<file path="src/rtl/odp_pkg.sv">
package odp_pkg;
  localparam int unsigned PORT_W   = 8;
  localparam int unsigned ADR_W    = 16;
  localparam logic [15:0] DATA_ADR = 16'h1FFD;
  localparam logic [15:0] PIN_ADR  = 16'h1FFE;

  typedef enum logic [1:0] {
    SEL_NONE = 2'd0,
    SEL_DATA = 2'd1,
    SEL_PIN  = 2'd2
  } reg_sel_e;
endpackage

</file>
<file path="src/rtl/odp_sync.sv">
module odp_sync #(
  parameter int unsigned W      = 8,
  parameter int unsigned STAGES = 2
) (
  input  logic         clk,
  input  logic         rst_n,
  input  logic [W-1:0] d,
  output logic [W-1:0] q
);
  logic [W-1:0] chain [STAGES];

  genvar s;
  generate
    for (s = 0; s < STAGES; s++) begin : g_stage
      always_ff @(posedge clk or negedge rst_n) begin
        if (!rst_n) chain[s] <= '1;
        else if (s == 0) chain[s] <= d;
        else chain[s] <= chain[(s == 0) ? 0 : s-1];
      end
    end
  endgenerate

  assign q = chain[STAGES-1];
endmodule

</file>
<file path="src/rtl/odp_regs.sv">
module odp_regs
  import odp_pkg::*;
#(
  parameter int unsigned      W        = PORT_W,
  parameter int unsigned      AW       = ADR_W,
  parameter logic [AW-1:0]    DATA_A   = DATA_ADR,
  parameter logic [AW-1:0]    PIN_A    = PIN_ADR
) (
  input  logic          clk,
  input  logic          rst_n,
  input  logic          strap,
  input  logic          reg_valid,
  output logic          reg_ready,
  input  logic          reg_write,
  input  logic [AW-1:0] reg_addr,
  input  logic [W-1:0]  reg_wdata,
  output logic [W-1:0]  reg_rdata,
  output logic          ext_valid,
  input  logic          ext_ready,
  output logic          ext_write,
  output logic [AW-1:0] ext_addr,
  output logic [W-1:0]  ext_wdata,
  input  logic [W-1:0]  pin_sync,
  output logic [W-1:0]  data_q
);
  reg_sel_e sel;
  logic     hit;

  always_comb begin
    if (reg_addr == DATA_A)     sel = SEL_DATA;
    else if (reg_addr == PIN_A) sel = SEL_PIN;
    else                        sel = SEL_NONE;
  end

  assign hit       = (sel != SEL_NONE);
  assign ext_valid = reg_valid && strap && hit;
  assign ext_write = reg_write;
  assign ext_addr  = reg_addr;
  assign ext_wdata = reg_wdata;
  assign reg_ready = (strap && hit) ? ext_ready : 1'b1;

  always_ff @(posedge clk or negedge rst_n) begin
    if (!rst_n) data_q <= '1;
    else if (reg_valid && reg_write && !strap && sel == SEL_DATA)
      data_q <= reg_wdata;
  end

  always_comb begin
    unique case (sel)
      SEL_DATA: reg_rdata = strap ? '0 : data_q;
      SEL_PIN:  reg_rdata = strap ? '0 : pin_sync;
      default:  reg_rdata = '0;
    endcase
  end
endmodule

</file>
<file path="src/rtl/odp_padmux.sv">
module odp_padmux #(
  parameter int unsigned W = 8
) (
  input  logic         strap,
  input  logic         ovr_active,
  input  logic         ovr_drive,
  input  logic [W-1:0] ovr_ad,
  input  logic [W-1:0] data_q,
  output logic [W-1:0] pad_oe,
  output logic [W-1:0] pad_do
);
  logic bus_own;
  assign bus_own = ovr_active;

  genvar b;
  generate
    for (b = 0; b < W; b++) begin : g_bit
      always_comb begin
        if (bus_own) begin
          pad_oe[b] = ovr_drive;
          pad_do[b] = ovr_ad[b];
        end else if (strap) begin
          pad_oe[b] = 1'b0;
          pad_do[b] = 1'b0;
        end else begin
          pad_oe[b] = ~data_q[b];
          pad_do[b] = 1'b0;
        end
      end
    end
  endgenerate
endmodule

</file>
<file path="src/rtl/odp_port.sv">
module odp_port
  import odp_pkg::*;
#(
  parameter int unsigned   W      = PORT_W,
  parameter int unsigned   AW     = ADR_W,
  parameter logic [AW-1:0] DATA_A = DATA_ADR,
  parameter logic [AW-1:0] PIN_A  = PIN_ADR,
  parameter int unsigned   SYNC_N = 2
) (
  input  logic          clk,
  input  logic          rst_n,
  input  logic          strap,
  input  logic          reg_valid,
  output logic          reg_ready,
  input  logic          reg_write,
  input  logic [AW-1:0] reg_addr,
  input  logic [W-1:0]  reg_wdata,
  output logic [W-1:0]  reg_rdata,
  output logic          ext_valid,
  input  logic          ext_ready,
  output logic          ext_write,
  output logic [AW-1:0] ext_addr,
  output logic [W-1:0]  ext_wdata,
  input  logic          ovr_active,
  input  logic          ovr_drive,
  input  logic [W-1:0]  ovr_ad,
  output logic [W-1:0]  pad_oe,
  output logic [W-1:0]  pad_do,
  input  logic [W-1:0]  pad_di
);
  logic [W-1:0] pin_sync;
  logic [W-1:0] data_q;

  odp_sync #(.W(W), .STAGES(SYNC_N)) u_sync (
    .clk(clk), .rst_n(rst_n), .d(pad_di), .q(pin_sync)
  );

  odp_regs #(.W(W), .AW(AW), .DATA_A(DATA_A), .PIN_A(PIN_A)) u_regs (
    .clk(clk), .rst_n(rst_n), .strap(strap),
    .reg_valid(reg_valid), .reg_ready(reg_ready), .reg_write(reg_write),
    .reg_addr(reg_addr), .reg_wdata(reg_wdata), .reg_rdata(reg_rdata),
    .ext_valid(ext_valid), .ext_ready(ext_ready), .ext_write(ext_write),
    .ext_addr(ext_addr), .ext_wdata(ext_wdata),
    .pin_sync(pin_sync), .data_q(data_q)
  );

  odp_padmux #(.W(W)) u_mux (
    .strap(strap), .ovr_active(ovr_active), .ovr_drive(ovr_drive),
    .ovr_ad(ovr_ad), .data_q(data_q), .pad_oe(pad_oe), .pad_do(pad_do)
  );
endmodule

</file>
<file path="config.mk">
export PLATFORM = sky130hd
export DESIGN_NAME = odp_port
export DESIGN_NICKNAME = d
export VERILOG_FILES = /design/src/rtl/odp_pkg.sv /design/src/rtl/odp_sync.sv /design/src/rtl/odp_regs.sv /design/src/rtl/odp_padmux.sv /design/src/rtl/odp_port.sv
export SDC_FILE = /design/constraint.sdc
export NUM_CORES = 1
export LEC_CHECK = 0
export BUFFER_PORTS_ARGS = -buffer_cell sky130_fd_sc_hd__clkbuf_2
export CORE_MARGIN = 2
export CORE_UTILIZATION = 42
export CTS_BUF_LIST = sky130_fd_sc_hd__clkbuf_16
export CTS_CLUSTER_SIZE = 14
export DETAILED_ROUTE_END_ITERATION = 10
export PLACE_DENSITY = 0.85
export SLEW_MARGIN = 10
export SYNTH_ARGS = -nofsm -noshare
export SYNTH_HDL_FRONTEND = slang
export SYNTH_SLANG_ARGS = --single-unit
</file>
<file path="constraint.sdc">
create_clock -name clk -period 6.7 [get_ports clk]
set_clock_uncertainty 0.2 [all_clocks]
set_input_delay 1.675 -clock clk [delete_from_list [all_inputs] [get_ports clk]]
set_output_delay 1.675 -clock clk [all_outputs]
set_load 0.01 [all_outputs]
</file>
==> results_dict.tcl, run 1 <==
set metrics [dict create \
    outcome "complete, no violations" \
    synthCells 101 \
    first_iter_violations 22 \
    pin_count 99 \
    initial_core_util_pct 44.4 \
    dieArea_mm2 0.00339 \
    chipHeight_um 58.3 \
    max_stage_delay_ns 0.42 \
    utilization_pct 59.1 \
    critical-path-slowest-cell "and3_1" \
    rsz0062_at_grt "no" \
    vias 982 \
    hp-class "register to register" \
    syn_avg_cell_area_um2 12.2 \
    nNetsFinal 224 \
    wirelength_mm 2.78 \
    grt_pass1_vias 932 \
    postRouteAntennaNets 0 \
    finalPower_mw 0.330 \
    antenna_found_initial 0 \
    crit_path_end_kind "primary output" \
    post-cts-setup-buffers 0 \
    setup_tns_ns 0 \
    grt_pass1_wl_mm 4.18 \
    die_w_um 58.3 \
    nFillCells 253 \
    diodes 0 \
    maxCapViolCount 0 \
    rows 19 \
    dpl_cell_area_mm2 0.00156 \
    stdcell_area_mm2 0.00164 \
    cts.sinks 24 \
    multi_input_area_um2 404 \
    layout_commonest_cell "clkbuf_2" \
    power_density_mw_per_mm2 201 \
    numCtsBuffers 3 \
    cts.repair.resized 0 \
    critPathArrivalTime_ns 3.10 \
    cts_tree "yes" \
    port_buffers 98 \
    max_slew_margin_pct 63.0 \
    drv_slew 0 \
    dp_hpwl_mm 2.34 \
    cp-start-kind "input port" \
    grt_max_degree 25 \
    ys_seq_area_share_pct 51.0 \
    crit_top_cell "clkbuf_2" \
    clock_path_buffers 2 \
    worstSetupPathType "input port to primary output" \
    holdBufCountCts 0 \
    core_area_mm2 0.00278 \
    timing.final.crit_period_ns 4.98 \
    drive_gt1_share_pct 79.4 \
    first_pass_iters 4 \
    routed_via_density 4.77 \
    grt-ovfl-total 0 \
    fin_cells 206 \
    area_delta_synth_final_pct 32.9 \
    detail_route.wl_per_cell_um 13.5 \
    clk_pin_slew_ns 0.06 \
    drc 0 \
    ir_worst_vdd_mv 0.220 \
    grt.total_usage_pct 16.6 \
    crit_chain "clkbuf_2 > nand4b_4 > nor4_4 > and3_1 > a22o_1 > clkbuf_2" \
    syn-cell-area_mm2 0.00124 \
    syn-num-nets 149 \
    cp.required_ns 4.83 \
    setup_viol 0 \
    place_inst 202 \
    ctsHtreeMaxLevel 1 \
    fin_crit_sh_pct 74.3 \
    tightest_slew_ns 0.555 \
    place.gp.congestion 0.709 \
    cts_root_buffer "clkbuf_16" \
    seq_area_um2 631 \
    ys_ff_latch 24 \
    power_leakage_nw 0.883 \
    yosysWarnings 0 \
    finalHoldViolations 0 \
    synth_cell_types 19 \
    mostFrequentLayoutCells "clkbuf_2 (98), dfstp_2 (24), and2_1 (10)" \
    path_max_fanout 8 \
    clk_latency_ns 0.25 \
    fmax_ghz 0.201 \
]
-- layout make-up --
cell class              instances  share of cell area (%)
well taps                      31                    2.36
flip-flops and latches         24                    38.4
repair buffers                 98                    29.9
clock buffers                   3                    4.57
multi-input cells              49                    24.6
clock inverters                 1                   0.228
-- critical path, delay by kind of cell --
kind | cells | cell delay [ns]
compound gates | 1 | 0.21
buf+inv | 2 | 0.23
simple gates | 3 | 0.99
-- cells in the mapped netlist --
cell type / count / area [um^2]
mux2_2: 8 / 90.1
o21ai_0: 8 / 40.0
nand2b_1: 1 / 6.26
clkbuf_1: 1 / 3.75
buf_4: 25 / 188
nor4_4: 1 / 21.3
xor2_1: 1 / 8.76
nand4b_4: 1 / 23.8
nand4_4: 1 / 21.3
dfstp_2: 24 / 631
nor2_1: 2 / 7.51
and3_2: 2 / 15.0
and2_1: 10 / 62.6
and3_1: 1 / 6.26
nand4b_1: 2 / 17.5
or2_2: 1 / 6.26
a22o_1: 8 / 70.1
nand2_1: 2 / 7.51
buf_2: 2 / 10.0
-- kinds of logic (layout without fill, tap and decap cells) --
group | after synthesis | in the layout | synth area share, %
buffers and inverters | 28 | 102 | 16.3
flip-flops | 24 | 24 | 51.0
AND/OR/NAND/NOR | 24 | 24 | 15.8
AO/OA/AOI/OAI | 16 | 16 | 8.91
multiplexers | 8 | 8 | 7.29
XOR/XNOR | 1 | 1 | 0.709
-- sequential cells by signal (all words and copies together) (netlist names) --
register,count
u_sync.q,8
u_regs.data_q,8
u_sync.chain,8
-- report_power, final --
| group | switching, mW | total (mW) | internal, mW |
|---|---|---|---|
| Clock | 0.0464 | 0.126 | 0.0796 |
| Combinational | 0.0260 | 0.0483 | 0.0223 |
| Sequential | 0.00129 | 0.155 | 0.154 |
| Total | 0.0737 | 0.330 | 0.256 |
-- per-layer routing --
metal  up-vias  global-route usage (%)  part of all wire, %
li1        478                       -                    -
met1       435                    17.1                   34
met2        61                    31.3                   54
met3         8                    4.46                  9.2
met4         0                    6.98                  1.9
met5         -                       0                    0
-- through the flow --
step           setup WS [ns]  hold WS, ns
2_1_floorplan           2.10        0.145
3_3_place_gp            1.77        0.146
3_5_place_dp            1.74        0.147
4_1_cts                 1.72        0.155
5_1_grt                 1.64        0.161
6_report                1.72        0.155
-- worst paths after layout --
path,slack [ns],endpoint,startpoint,cells past startpoint
setup / recovery,1.72,reg_rdata[2],reg_addr[13],6
hold reg to reg,0.16,u_sync.q[7],u_sync.chain[15],0
hold / removal,0.16,u_sync.q[7],u_sync.chain[15],0
min in group asynchronous,1.54,u_regs.data_q[2],rst_n,1
setup reg to reg,5.76,u_regs.data_q[2],u_regs.data_q[2],1
max in group asynchronous,4.73,u_regs.data_q[5],rst_n,1
(Power assumes the default switching activity.)
==> inputs of run 2 (changes only) <==
- CORE_UTILIZATION: 42 -> 39
- PLACE_DENSITY: 0.85 -> 0.8
- clock period: 6.7 -> 4.7 ns (I/O delays scaled with it)
==> run 2 against run 1 <==
Global-route usage fell by 1.6 points; sequential power rose by 43%; setup slack got worse by 1.0 ns; register-to-register slack got worse by 2.0 ns; design area rose by 0.99%; sequential share of layout area fell by 0.38 points; routed wire length rose by 0.86%; via count rose by 0.92%; hold slack barely moved; cell count rose by 6.3%; utilization fell by 4.3 points; power rose by 43%; largest cell class unchanged.
==> results_dict.tcl, run 2 (synthesis gave the netlist of run 1 again) <==
set metrics [dict create \
    nNetsFinal 224 \
    grt_pass1_wl_mm 3.90 \
    first_pass_iters 3 \
    rows 20 \
    ctsHtreeMaxLevel 1 \
    cp-start-kind "input port" \
    post-cts-setup-buffers 0 \
    rsz0062_at_grt "no" \
    initial_core_util_pct 40.8 \
    timing.final.crit_period_ns 3.99 \
    numCtsBuffers 3 \
    outcome "complete, no violations" \
    grt.total_usage_pct 15.0 \
    worstSetupPathType "input port to primary output" \
    tightest_slew_ns 0.546 \
    grt_pass1_vias 876 \
    hold-path-cell-count 0 \
    port_buffers 98 \
    ir_worst_vdd_mv 0.225 \
    fin_crit_sh_pct 84.8 \
    drv_slew 0 \
    stdcell_area_mm2 0.00166 \
    diodes 0 \
    p_sw_share_pct 22.8 \
    detail_route.wl_per_cell_um 12.8 \
    cts_tree "yes" \
    layout_commonest_cell "clkbuf_2" \
    setup_tns_ns 0 \
    utilization_pct 54.8 \
    drive_gt1_share_pct 79.4 \
    pwr-share-comb_pct 14.5 \
    first_iter_violations 9 \
    intPower_mw 0.365 \
    holdBufCountCts 0 \
    area_delta_synth_final_pct 34.2 \
    critical-path-slowest-cell "and3_1" \
    grt_max_degree 25 \
    routed_via_density 4.53 \
    clk_pin_slew_ns 0.06 \
    fin_cells 219 \
    critPathArrivalTime_ns 2.61 \
    max_slew_margin_pct 63.6 \
    crit_top_cell "clkbuf_2" \
    finalWorstSetupSlack_ns 0.715 \
    maxCapViolCount 0 \
    reg2regPathDepth 1 \
    power_leakage_nw 0.883 \
    dpl_cell_area_mm2 0.00158 \
    mostFrequentLayoutCells "clkbuf_2 (98), dfstp_2 (24), and2_1 (10)" \
    die_w_um 60.3 \
    p_seq_share_pct 46.8 \
    path_delay_family "simple AND/OR/NAND/NOR gates" \
    cts.sinks 24 \
    clk_latency_ns 0.25 \
    crit_path_end_kind "primary output" \
    antenna_found_initial 0 \
    cts.repair.resized 0 \
    core_area_mm2 0.00303 \
    postRouteAntennaNets 0 \
    clkPwrFrac_pct 38.6 \
    cp_num_cells 6 \
    wirelength_mm 2.81 \
    finalPower_mw 0.473 \
    path_max_fanout 8 \
    clock_path_buffers 2 \
    place_inst 215 \
    switchingPower_mw 0.108 \
    setup_viol 0 \
    chipHeight_um 60.3 \
    cp.required_ns 3.32 \
    dieArea_mm2 0.00364 \
    place.gp.congestion 0.699 \
    power_density_mw_per_mm2 285 \
    crit_chain "clkbuf_2 > nand4b_1 > nor4_4 > and3_1 > a22o_1 > clkbuf_2" \
    max_stage_delay_ns 0.41 \
    hp-class "register to register" \
    grt-ovfl-total 0 \
    holdWs_ns 0.155 \
    fmax_ghz 0.251 \
    vias 991 \
    finalHoldViolations 0 \
    cp_num_buf_inv 2 \
    cts_root_buffer "clkbuf_16" \
    pin_count 99 \
    drc 0 \
    pre_cts_slack_ns 0.747 \
]
## run 2: cell counts in the layout (fill, tap and decap cells not counted)
Identical to the previous run, type by type.
## run 2: routing by layer
layer / wire length (um) / global-route usage [%] / vias to the layer above
met2: 1490 / 29.3 / 60
met4: 34 / 5.71 / 0
met1: 1020 / 15.0 / 454
met3: 262 / 3.68 / 3
met5: 0 / 0 / -
li1: - / - / 474
## run 2: power by group through the flow
stage | clock, mW | combinational, mW | sequential, mW
floorplan | 0 | 0.0372 | 0.224
global placement | 0 | 0.0691 | 0.224
detailed placement | 0 | 0.0701 | 0.224
CTS | 0.185 | 0.0702 | 0.222
global route | 0.191 | 0.0764 | 0.222
finish | 0.183 | 0.0687 | 0.222
## run 2: layout make-up
type                       count  area (um^2)
tap                           44         55.1
sequential                    24          631
clock inverter                 1         3.75
fill                         283         1370
multi-input combinational     49          404
clock buffer                   3         75.1
timing repair buffer          98          490
## run 2: path summary, 6_finish.rpt
path / startpoint / slack, ns / end
worst min register to register: u_sync.chain[12] / 0.15 / u_sync.q[4]
worst max register to register: u_regs.data_q[4] / 3.76 / u_regs.data_q[4]
worst max-delay path: reg_addr[15] / 0.71 / reg_rdata[1]
max in group asynchronous: rst_n / 3.24 / u_sync.q[5]
min in group asynchronous: rst_n / 1.03 / u_sync.q[7]
worst min-delay path: u_sync.chain[12] / 0.15 / u_sync.q[4]
==> inputs of run 3 (changes only) <==
- CORE_UTILIZATION: 39 -> 35
- PLACE_DENSITY: 0.8 -> 0.76
- clock period: 4.7 -> 3.6 ns (I/O delays scaled with it)
==> run 3 against run 2 <==
First-iteration DRC count is 89% higher; utilization decreased by 5.4 points; combinational power is 29% higher; power increased by 28%; cell count up 0.91%; non-clock buffer count unchanged; critical path depth unchanged; count of clock-buffer cells in the layout stayed put; sequential share of layout area decreased by 0.057 points; die area increased by 11%.
==> results_dict.tcl, run 3 (synthesis gave the netlist of run 1 again) <==
set metrics [dict create \
    fmax_ghz 0.297 \
    initial_core_util_pct 36.8 \
    diodes 0 \
    ctsHtreeMaxLevel 1 \
    rows 21 \
    finalHoldViolations 0 \
    cp.required_ns 2.50 \
    critical-path-slowest-cell "and3_1" \
    clk_pin_slew_ns 0.05 \
    cts.repair.resized 0 \
    grt_pass1_vias 956 \
    path_max_fanout 8 \
    dieArea_mm2 0.00402 \
    place_inst 217 \
    core_area_mm2 0.00336 \
    hp-class "register to register" \
    hp-start "u_sync.chain[9]" \
    multi_input_area_um2 404 \
    max_slew_margin_pct 64.6 \
    grt_max_degree 25 \
    maxCapViolCount 0 \
    pre_cts_slack_ns 0.204 \
    crit_path_end_kind "primary output" \
    numCtsBuffers 3 \
    crit_chain "clkbuf_2 > nand4b_1 > nor4_4 > and3_1 > a22o_1 > clkbuf_2" \
    mostFrequentLayoutCells "clkbuf_2 (98), dfstp_2 (24), and2_1 (10)" \
    path_delay_family "simple AND/OR/NAND/NOR gates" \
    detail_route.wl_per_cell_um 11.6 \
    first_pass_iters 4 \
    place.gp.congestion 0.687 \
    rsz0062_at_grt "no" \
    grt-ovfl-total 0 \
    grt_pass1_wl_mm 4.20 \
    ir_worst_vdd_mv 0.288 \
    finalPower_mw 0.603 \
    power_leakage_nw 0.883 \
    holdBufCountCts 0 \
    setup_tns_ns 0 \
    first_iter_violations 17 \
    clk_latency_ns 0.25 \
    critPathLaunch "reg_addr[15]" \
    seq_area_um2 631 \
    wirelength_mm 2.57 \
    post-cts-setup-buffers 0 \
    outcome "complete, no violations" \
    crit_top_cell "clkbuf_2" \
    timing.final.crit_period_ns 3.37 \
    cts_tree "yes" \
    tightest_slew_ns 0.531 \
    drive_gt1_share_pct 79.4 \
    drv_slew 0 \
    postRouteAntennaNets 0 \
    critPathArrivalTime_ns 2.27 \
    cp-start-kind "input port" \
    cp_num_buf_inv 2 \
    nFillCells 337 \
    max_stage_delay_ns 0.39 \
    vias 975 \
    fin_cells 221 \
    antenna_found_initial 0 \
    utilization_pct 49.4 \
    pin_count 99 \
    cts.sinks 24 \
    drc 0 \
    finalWorstSetupSlack_ns 0.230 \
    die_w_um 63.4 \
    chipHeight_um 63.4 \
    setup_viol 0 \
    power_density_mw_per_mm2 363 \
    nNetsFinal 224 \
    fin_crit_sh_pct 93.6 \
    cts_root_buffer "clkbuf_16" \
    r2r_start "u_regs.data_q[6]" \
    worstSetupPathType "input port to primary output" \
    area_delta_synth_final_pct 34.4 \
    grt.total_usage_pct 13.2 \
    routed_via_density 4.41 \
    layout_commonest_cell "clkbuf_2" \
    clock_path_buffers 2 \
    port_buffers 98 \
]
## run 3: cell counts in the layout (fill, tap and decap cells not counted)
No cell type changed its count.
## run 3: report_power, final
group	total, mW	internal, mW	switching (mW)
clock	0.225	0.148	0.0776
sequential	0.289	0.287	0.00253
combinational	0.0887	0.0416	0.0471
## run 3: per-stage QoR
| stage | hold WS (ns) | instance area [um^2] |
|---|---|---|
| floorplan | 0.145 | 1240 |
| global placement | 0.147 | 1580 |
| finish | 0.154 | 1660 |
| global route | 0.157 | 1660 |
| detailed placement | 0.147 | 1580 |
| CTS | 0.154 | 1660 |
## run 3: layer usage
metal	up-vias	global-route usage (%)	wire (um)
li1	479	-	-
met1	438	13.4	915
met2	56	25.3	1380
met3	2	5.18	264
met4	0	2.45	10
met5	-	0	0
## run 3: worst paths after layout
path	endpoint	slack [ns]	cells past startpoint
min reg2reg	u_sync.q[1]	0.15	0
max in group asynchronous	u_sync.chain[8]	2.41	1
max reg2reg	u_regs.data_q[6]	2.65	1
max	reg_rdata[0]	0.23	6
min	u_sync.q[1]	0.15	0
min in group asynchronous	u_sync.q[7]	0.76	1
## run 3: final cells by class
class                           instances  area share [%]
Clock inverter                          1           0.226
Timing Repair Buffer                   98            29.5
Clock buffer                            3            4.52
Sequential cell                        24            38.0
Multi-Input combinational cell         49            24.3
Tap cell                               46            3.46
